`src/rtl/cfgsr_pkg.sv`:
```
package cfgsr_pkg;
    typedef enum logic [2:0] {
        ST_POR    = 3'd0,
        ST_RST    = 3'd1,
        ST_FILL   = 3'd2,
        ST_STREAM = 3'd3,
        ST_DONE   = 3'd4
    } rd_state_e;
endpackage

```
`src/rtl/cfgsr_por.sv`:
```
module cfgsr_por #(
    parameter int POR_CYCLES = 8,
    localparam int CW = $clog2(POR_CYCLES + 1)
) (
    input  logic clk,
    input  logic por_n,
    input  logic pol_cfg,
    output logic ready,
    output logic pol_inv
);
    logic [CW-1:0] cnt_q;
    logic          ready_q;
    logic          pol_q;

    always_ff @(posedge clk or negedge por_n) begin
        if (!por_n) begin
            cnt_q   <= '0;
            ready_q <= 1'b0;
            pol_q   <= 1'b0;
        end else if (!ready_q) begin
            pol_q <= pol_cfg;
            if (cnt_q == CW'(POR_CYCLES - 1)) ready_q <= 1'b1;
            else                              cnt_q   <= cnt_q + 1'b1;
        end
    end

    assign ready   = ready_q;
    assign pol_inv = pol_q;


    pol_frozen_chk: assert property (@(posedge clk) disable iff (!por_n)
        ready_q |=> (ready_q && $stable(pol_q)));
endmodule

```
`src/rtl/cfgsr_pos.sv`:
```
module cfgsr_pos #(
    parameter int DEPTH_BYTES = 16,
    localparam int ADDR_W = $clog2(DEPTH_BYTES)
) (
    input  logic              clk,
    input  logic              por_n,
    input  logic              clr,
    input  logic              adv,
    output logic [2:0]        bit_idx,
    output logic [ADDR_W-1:0] byte_addr,
    output logic              last_byte,
    output logic              at_end
);
    logic [2:0]        bit_q;
    logic [ADDR_W-1:0] addr_q;

    always_ff @(posedge clk or negedge por_n) begin
        if (!por_n) begin
            bit_q  <= '0;
            addr_q <= '0;
        end else if (clr) begin
            bit_q  <= '0;
            addr_q <= '0;
        end else if (adv) begin
            bit_q <= bit_q + 1'b1;
            if (bit_q == 3'd7) addr_q <= addr_q + 1'b1;
        end
    end

    assign bit_idx   = bit_q;
    assign byte_addr = addr_q;
    assign last_byte = (addr_q == ADDR_W'(DEPTH_BYTES - 1));
    assign at_end    = last_byte && (bit_q == 3'd7);


    pos_clear_chk: assert property (@(posedge clk) disable iff (!por_n)
        clr |=> (bit_q == 3'd0 && addr_q == '0));

    pos_hold_chk: assert property (@(posedge clk) disable iff (!por_n)
        (!clr && !adv) |=> ($stable(bit_q) && $stable(addr_q)));
endmodule

```
`src/rtl/cfg_serial_reader.sv`:
```
module cfg_serial_reader
    import cfgsr_pkg::*;
#(
    parameter int DEPTH_BYTES = 16,
    parameter int POR_CYCLES  = 8,
    localparam int ADDR_W     = $clog2(DEPTH_BYTES)
) (
    input  logic              clk,
    input  logic              por_n,
    input  logic              pol_cfg,
    input  logic              ser_en,
    input  logic              pwr_dn,
    input  logic              ce_n,
    input  logic              rst_oe,
    output logic              ready,
    output logic              data_o,
    output logic              data_drv,
    output logic              ceo_n,
    output logic              rd_en,
    output logic [ADDR_W-1:0] rd_addr,
    input  logic [7:0]        rd_data
);
    rd_state_e         state_q, state_d;
    logic              pol_inv;
    logic              live, oe_act, at_rst, adv;
    logic [2:0]        bit_idx;
    logic [ADDR_W-1:0] byte_addr;
    logic              last_byte, at_end;
    logic [7:0]        cur_q;

    cfgsr_por #(.POR_CYCLES(POR_CYCLES)) u_por (
        .clk     (clk),
        .por_n   (por_n),
        .pol_cfg (pol_cfg),
        .ready   (ready),
        .pol_inv (pol_inv)
    );

    assign live   = ready && ser_en && !pwr_dn;
    assign oe_act = rst_oe ^ pol_inv;
    assign at_rst = live && !oe_act;
    assign adv    = live && oe_act && !ce_n && (state_q == ST_STREAM);

    cfgsr_pos #(.DEPTH_BYTES(DEPTH_BYTES)) u_pos (
        .clk       (clk),
        .por_n     (por_n),
        .clr       (at_rst),
        .adv       (adv),
        .bit_idx   (bit_idx),
        .byte_addr (byte_addr),
        .last_byte (last_byte),
        .at_end    (at_end)
    );

    // Next-state logic
    always_comb begin
        state_d = state_q;
        unique case (state_q)
            ST_POR:    if (ready) state_d = ST_RST;
            ST_RST:    if (live && oe_act) state_d = ST_FILL;
            ST_FILL:   if (live) state_d = ST_STREAM;
            ST_STREAM: if (adv && at_end) state_d = ST_DONE;
            ST_DONE:   state_d = ST_DONE;
            default:   state_d = ST_POR;
        endcase
        if (at_rst) state_d = ST_RST;
    end

    // State register
    always_ff @(posedge clk or negedge por_n) begin
        if (!por_n) state_q <= ST_POR;
        else        state_q <= state_d;
    end

    // Current byte: loaded in FILL, then reloaded from the prefetch at each byte boundary
    always_ff @(posedge clk or negedge por_n) begin
        if (!por_n)                           cur_q <= '0;
        else if (state_q == ST_FILL && live)  cur_q <= rd_data;
        else if (adv && bit_idx == 3'd7)      cur_q <= rd_data;
    end

    // Outputs
    always_comb begin
        data_drv = live && oe_act && !ce_n && (state_q == ST_STREAM);
        data_o   = data_drv ? cur_q[bit_idx] : 1'b0;
        ceo_n    = !(live && oe_act && !ce_n && (state_q == ST_DONE));
        rd_en    = 1'b0;
        rd_addr  = '0;
        unique case (state_q)
            ST_POR, ST_RST: rd_en = 1'b1;
            ST_STREAM: begin
                rd_en   = adv && (bit_idx == 3'd6) && !last_byte;
                rd_addr = byte_addr + 1'b1;
            end
            default: ;
        endcase
    end


    ce_float_chk: assert property (@(posedge clk) disable iff (!por_n)
        ce_n |-> !data_drv);

    done_float_chk: assert property (@(posedge clk) disable iff (!por_n)
        !ceo_n |-> !data_drv);

    ser_off_chk: assert property (@(posedge clk) disable iff (!por_n)
        !ser_en |-> (!data_drv && ceo_n));

    pwr_off_chk: assert property (@(posedge clk) disable iff (!por_n)
        pwr_dn |-> (!data_drv && ceo_n));

    por_quiet_chk: assert property (@(posedge clk) disable iff (!por_n)
        !ready |-> (!data_drv && ceo_n));

    rst_enter_chk: assert property (@(posedge clk) disable iff (!por_n)
        at_rst |=> (state_q == ST_RST));

    done_entry_chk: assert property (@(posedge clk) disable iff (!por_n)
        (adv && at_end) |=> (state_q == ST_DONE));
endmodule

```
`config.mk`:
```
export PLATFORM = sky130hd
export DESIGN_NAME = cfg_serial_reader
export DESIGN_NICKNAME = d
export VERILOG_FILES = /design/src/rtl/cfgsr_pkg.sv /design/src/rtl/cfgsr_por.sv /design/src/rtl/cfgsr_pos.sv /design/src/rtl/cfg_serial_reader.sv
export SDC_FILE = /design/constraint.sdc
export NUM_CORES = 1
export LEC_CHECK = 0
export ABC_AREA = 1
export BUFFER_PORTS_ARGS = -buffer_cell sky130_fd_sc_hd__buf_4
export CAP_MARGIN = 20
export CORE_MARGIN = 2
export CORE_UTILIZATION = 58
export CTS_BUF_LIST = sky130_fd_sc_hd__clkbuf_4
export CTS_CLUSTER_SIZE = 10
export DETAILED_ROUTE_END_ITERATION = 16
export GPL_TIMING_DRIVEN = 0
export PLACE_DENSITY_LB_ADDON = 0.15
export RECOVER_POWER = 100
export SLEW_MARGIN = 30
export SYNTH_ARGS = -nofsm -noshare
export SYNTH_HDL_FRONTEND = slang
export SYNTH_HIERARCHICAL = 1
export SYNTH_SLANG_ARGS = --single-unit
```
`constraint.sdc`:
```
create_clock -name clk -period 1.76 [get_ports clk]
set_input_delay 0.352 -clock clk [delete_from_list [all_inputs] [get_ports clk]]
set_output_delay 0.352 -clock clk [all_outputs]
set_load 0.03 [all_outputs]
```
# == After elaboration in Yosys (flattened, before gate mapping) ==
# Cells that the tools add are included.
# word_totals
latch_bits,0
mem_bits_rw,0
in_bits,15
mem_count,0
regBits,24
rom_bits,0
# op_classes
magnitude_cmp,1
n_addsub,3
shifts,0
div,0
eq_ne,12
n_bitwise,3
muxes,20
n_reduce_logical,26
n_mul,0
# op_table
operator,n
3-bit 2-to-1 mux,7
4-bit 2-to-1 mux,4
8-bit 2-to-1 mux,2
3-bit one-hot mux with 5 select lines,1
1-bit logical AND,13
"3-bit equality test, second input constant",3
"3-bit != test, second input constant",3
"4-bit by 1-bit adder with 4-bit output, second input constant",2
"3-bit by 2-bit equality test with 1-bit output, second input constant",2
2-bit nonzero test,3
1-bit logical NOT,5
"4-bit by 3-bit equality test with 1-bit output, second input constant",1
"4-bit equality test, second input constant",1
"3-bit by 4-bit < comparator with 1-bit output, second input constant",1
1-bit 2-to-1 mux,4
2-bit AND reduction,2
4-bit AND reduction,1
"3-bit by 1-bit adder with 3-bit output, second input constant",1
1-bit binary-select mux with 3-bit select,1
"3-bit by 1-bit equality test with 1-bit output, second input constant",1
3-bit logical NOT,1
"3-bit by 2-bit != test with 1-bit output, second input constant",1
1-bit NOT,2
1-bit one-hot mux with 2 select lines,1
2 further kinds,2

# == Longest topological paths before layout ==
# logic_depth
depth_word,9
mapped_depth,10
mapped_depth_nobuf,10

# == Modules after synthesis ==
# Netlist, hierarchy kept.
# modules_own_cells
module,instances,area_per_inst_um2,seq_area_each_um2,cells_each
cfg_serial_reader,1,813.3,275.3,116
cfgsr_pos,1,371.6,175.2,41
cfgsr_por,1,295.3,150.1,34

# == Worst setup path after synthesis ==
# OpenSTA, ideal clock, no wires.
# synth_timing
path_kind,register to output
start,"register u_por.ready_q, in the netlist u_por/ready"
end,output data_o
t_required_ps,1408
path_stages_with_launch,7
arrival_time_ps,1655
slack_ps,-247
path_cell_list,dfrtp_1 nand3_2 nor2_4 nand2_2 nor2_8 nand2_1 nor2_1
# synth_via
elab_chain_cells,6
# synth_lines
item,line_no,source
from (decl),cfgsr_por.sv:12,logic ready_q;
from (signal assigned),cfgsr_por.sv:18,ready_q <= 1'b0;
from (signal assigned),cfgsr_por.sv:22,if (cnt_q == CW'(POR_CYCLES - 1)) ready_q <= 1'b1;
1-bit logical AND (2 in series),cfg_serial_reader.sv:39,assign live = ready && ser_en && !pwr_dn;
1-bit logical AND (3 in series),cfg_serial_reader.sv:84,data_drv = live && oe_act && !ce_n && (state_q == ST_STREAM);
via data_drv,cfg_serial_reader.sv:17,"output logic data_drv,"
1-bit 2-to-1 mux,cfg_serial_reader.sv:85,data_o = data_drv ? cur_q[bit_idx] : 1'b0;
to (decl),cfg_serial_reader.sv:16,"output logic data_o,"
# The timed path passes the listed nets, and every way through them passes these cells.

# == Worst setup path after layout ==
# layout_timing
start,"register u_pos.addr_q[1], in the netlist u_pos/byte_addr[1]"
end,output rd_en
# layout_via
elab_chain_cells,4
# layout_lines
item,line_no,source
from (decl),cfgsr_pos.sv:15,logic [ADDR_W-1:0] addr_q;
from (signal assigned),cfgsr_pos.sv:26,if (bit_q == 3'd7) addr_q <= addr_q + 1'b1;
4-bit equality test,cfgsr_pos.sv:32,assign last_byte = (addr_q == ADDR_W'(DEPTH_BYTES - 1));
via last_byte,cfg_serial_reader.sv:28,"logic last_byte, at_end;"
1-bit logical NOT,cfg_serial_reader.sv:92,rd_en = adv && (bit_idx == 3'd6) && !last_byte;
1-bit logical AND,cfg_serial_reader.sv:92,
1-bit one-hot mux with 2 select lines,cfg_serial_reader.sv:89,unique case (state_q)
to (decl),cfg_serial_reader.sv:19,"output logic rd_en,"
# The timed path passes the listed nets, and every way through them passes these cells.

==> results.yml <==
yosys:
  async_reset_ff_share_pct: 100
  yosysUniqueCellTypes: 29
  syn_inst: 191
  synth_area_leaders: "dfrtp_1 41%, nand2_1 15%, nand3_1 6.4%"
  synth_top_flop_cell: "dfrtp_1"
  ys_seq_area_share_pct: 40.6
  synth.top_cells.by_count: "60 x nand2_1, 24 x dfrtp_1, 21 x inv_1, 19 x nand3_1, 15 x nor2_1"
  syn_avg_cell_area_um2: 7.75
  yosys.area.top_type: "dfrtp_1"
  yosysMostFrequentCell: "nand2_1"
  syn_nets: 211
  synth-edff-count: 0
  ys_warn_count: 6
  netlist.area_leader.share_pct: 40.6
  syn_area_mm2: 0.00148
  ys_ff_latch: 24
grt:
  grt.overflow.total: 0
  met2_usage_pct: 46.2
  use_met3_pct: 4.10
  top_usage_layer: "met2"
  grt_max_degree: 25
  grt_pass1_wl_mm: 5.19
  grt_pass1_vias: 1329
  grt_usage_pct: 24.8
  antenna_found_initial: 0
  grt_util_met1_pct: 25.8
min_path:
  hp-class: "in2reg"
sta:
  final.min_clock_period_ns: 1.92
  worstMarginPinSlew_ns: 0.628
  hold_viol: 0
  max_clock_freq_mhz: 522
  slew_violations: 0
  whs_ns: 0.206
  finalCritPeriodShare_pct: 109
  setup_ws_ns: -0.156
  skew_ns: 0.0165
  finalSetupViolCount: 6
  rsz0062_at_grt: "yes"
  slew_headroom_pct: 58.2
power_and_ir_drop:
  sw_frac_of_total_pct: 41.3
  p_seq_share_pct: 41.0
  p_leak_nw: 1.06
  powerDensity_mw_per_mm2: 951
  peakVddDrop_mv: 0.854
  power_switching_w: 0.000792
  p_total_w: 0.00192
  pwr-share-clk_pct: 13.6
  internal-power_w: 0.00113
  comb_power_share_pct: 45.4
floorplan:
  dieArea_mm2: 0.00297
  die_w_um: 54.5
  fp-row-count: 18
  start_util_pct: 60.3
  die_h_um: 54.5
  io_pins: 24
  coreArea_mm2: 0.00245
clock_network:
  path_clk_slew_ns: 0.15
  numCtsBuffers: 3
  h-tree-depth: 1
  cts_num_sinks: 24
  cts_max_path_buffers: 2
  clk_latency_ns: 0.32
  cts_tree: "yes"
  cts-root-buf: "clkbuf_4"
status:
  status: "finished with violations"
  violations: "negative setup slack"
drt:
  vias: 1504
  wire_per_inst_um: 15.2
  ant_nets: 0
  drc_errors: 0
  routed_wl_mm: 4.09
  first_pass_iters: 4
  vias_per_cell: 5.59
  drtIter0Drc: 55
flow_run:
  max-cap-violations: 0
final_layout:
  areaGrowthSynthToFinish_pct: 36.3
  drive_gt1_share_pct: 36.8
  post-route-util_pct: 82.2
  nNetsFinal: 260
  antenna_cells: 0
worst_setup_path:
  crit_buf_inv: 1
  cp_max_fo: 3
  required_ns: 1.41
  cp_slowest_stage_delay_ns: 0.46
  end_kind: "output port"
  startpoint_type: "flop"
  worstPathCellList: "ha_4 > nand2_4 > nor2_2 > nor3_2 > nand2_1 > o21ai_2 > buf_6"
  criticalPathCategory: "reg2out"
  cp_top_family: "flip-flops"
  arrival_ns: 1.56
  slowest_stage: "dfrtp_1"
place:
  dp_hpwl_mm: 2.25
  portBuffers: 23
  gp_congestion: 0.745
[cell usage in the layout (no fill, tap or decap), types with 5 or more instances in the layout]
cell type and count:
buf_4 30, buf_6 11, dfrtp_1 19, dfrtp_2 5
inv_1 19, nand2_1 57, nand2_2 6, nand2_4 5
nand3_1 18, nor2_1 13, o21ai_0 6
[repair_timing]
item / 4_1_cts / 5_1_grt
setup endpoints to repair: 5 / 8
hold endpoints to repair: 24 / 0
pin swaps: 5 / 13
resized for setup: 15 / 29
buffers inserted: 13 / 8
hold buffers: 1 / 0
[flip-flops by register name (all words and copies together), names as in the netlist]
| signal | cells |
|---|---|
| u_por/cnt_q | 4 |
| u_pos/bit_idx | 3 |
| state_q | 3 |
| u_por/ready | 1 |
| cur_q | 8 |
| u_por/pol_inv | 1 |
| u_pos/byte_addr | 4 |
[metal layers]
metal	vias up	routed length (um)
met5	-	0
met4	0	133
met3	14	165
met2	64	2220
met1	715	1580
li1	711	-
[power groups by stage]
| stage | Combinational [W] | Clock, W | Sequential (W) |
|---|---|---|---|
| 4_1_cts | 0.000760 | 0.000260 | 0.000755 |
| 2_1_floorplan | 0.000510 | 0 | 0.000759 |
| 3_5_place_dp | 0.000674 | 0 | 0.000782 |
| 6_report | 0.000871 | 0.000260 | 0.000787 |
| 3_3_place_gp | 0.000637 | 0 | 0.000780 |
| 5_1_grt | 0.000949 | 0.000278 | 0.000797 |
[cell type report]
cell class              count  area [um2]
well taps                  30        37.5
fillers                   165         438
inverters                  23        87.6
multi-input cells         143         886
clock inverters             1        3.75
flip-flops and latches     24         607
repair buffers             44         362
clock buffers               3        22.5
plain buffers               1        11.3
[final timing paths]
check                                   start            endpoint  slack [ns]  cells past startpoint
setup / recovery           u_pos/byte_addr[1]               rd_en       -0.16                      7
hold / removal                     rd_data[3]            cur_q[3]        0.21                      3
setup reg to reg                  u_por/ready  u_pos/byte_addr[3]        0.02                     10
hold reg to reg                      cur_q[3]            cur_q[3]        0.53                      2
max in group asynchronous               por_n          state_q[0]        0.75                      2
min in group asynchronous               por_n  u_pos/byte_addr[1]        0.55                      2
[cells by family after synthesis]
kind of cell | share of synthesized area (%)
DFF | 40.6
buffers and inverters | 6.34
and+or+nand+nor | 41.0
adders and majority gates | 4.23
AOI/OAI and AO/OA | 5.50
xor gates and xnor gates | 2.37
[through the flow]
step           std cells  area, um2  TNS [ns]  worst slack, ns
6_report             269       2020    -0.550           -0.156
3_3_place_gp         244       1700         0           0.0682
4_1_cts              262       1880    -0.397           -0.104
2_1_floorplan        191       1490         0         0.000623
5_1_grt              269       2020     -1.37           -0.222
3_5_place_dp         244       1700         0           0.0511
[tightest hold or removal path, cell delays in order]
cell and delay [ns]:
buf_4 0.08, nand2_1 0.04, nand2_1 0.04
Power figures use the tool's default switching activity.
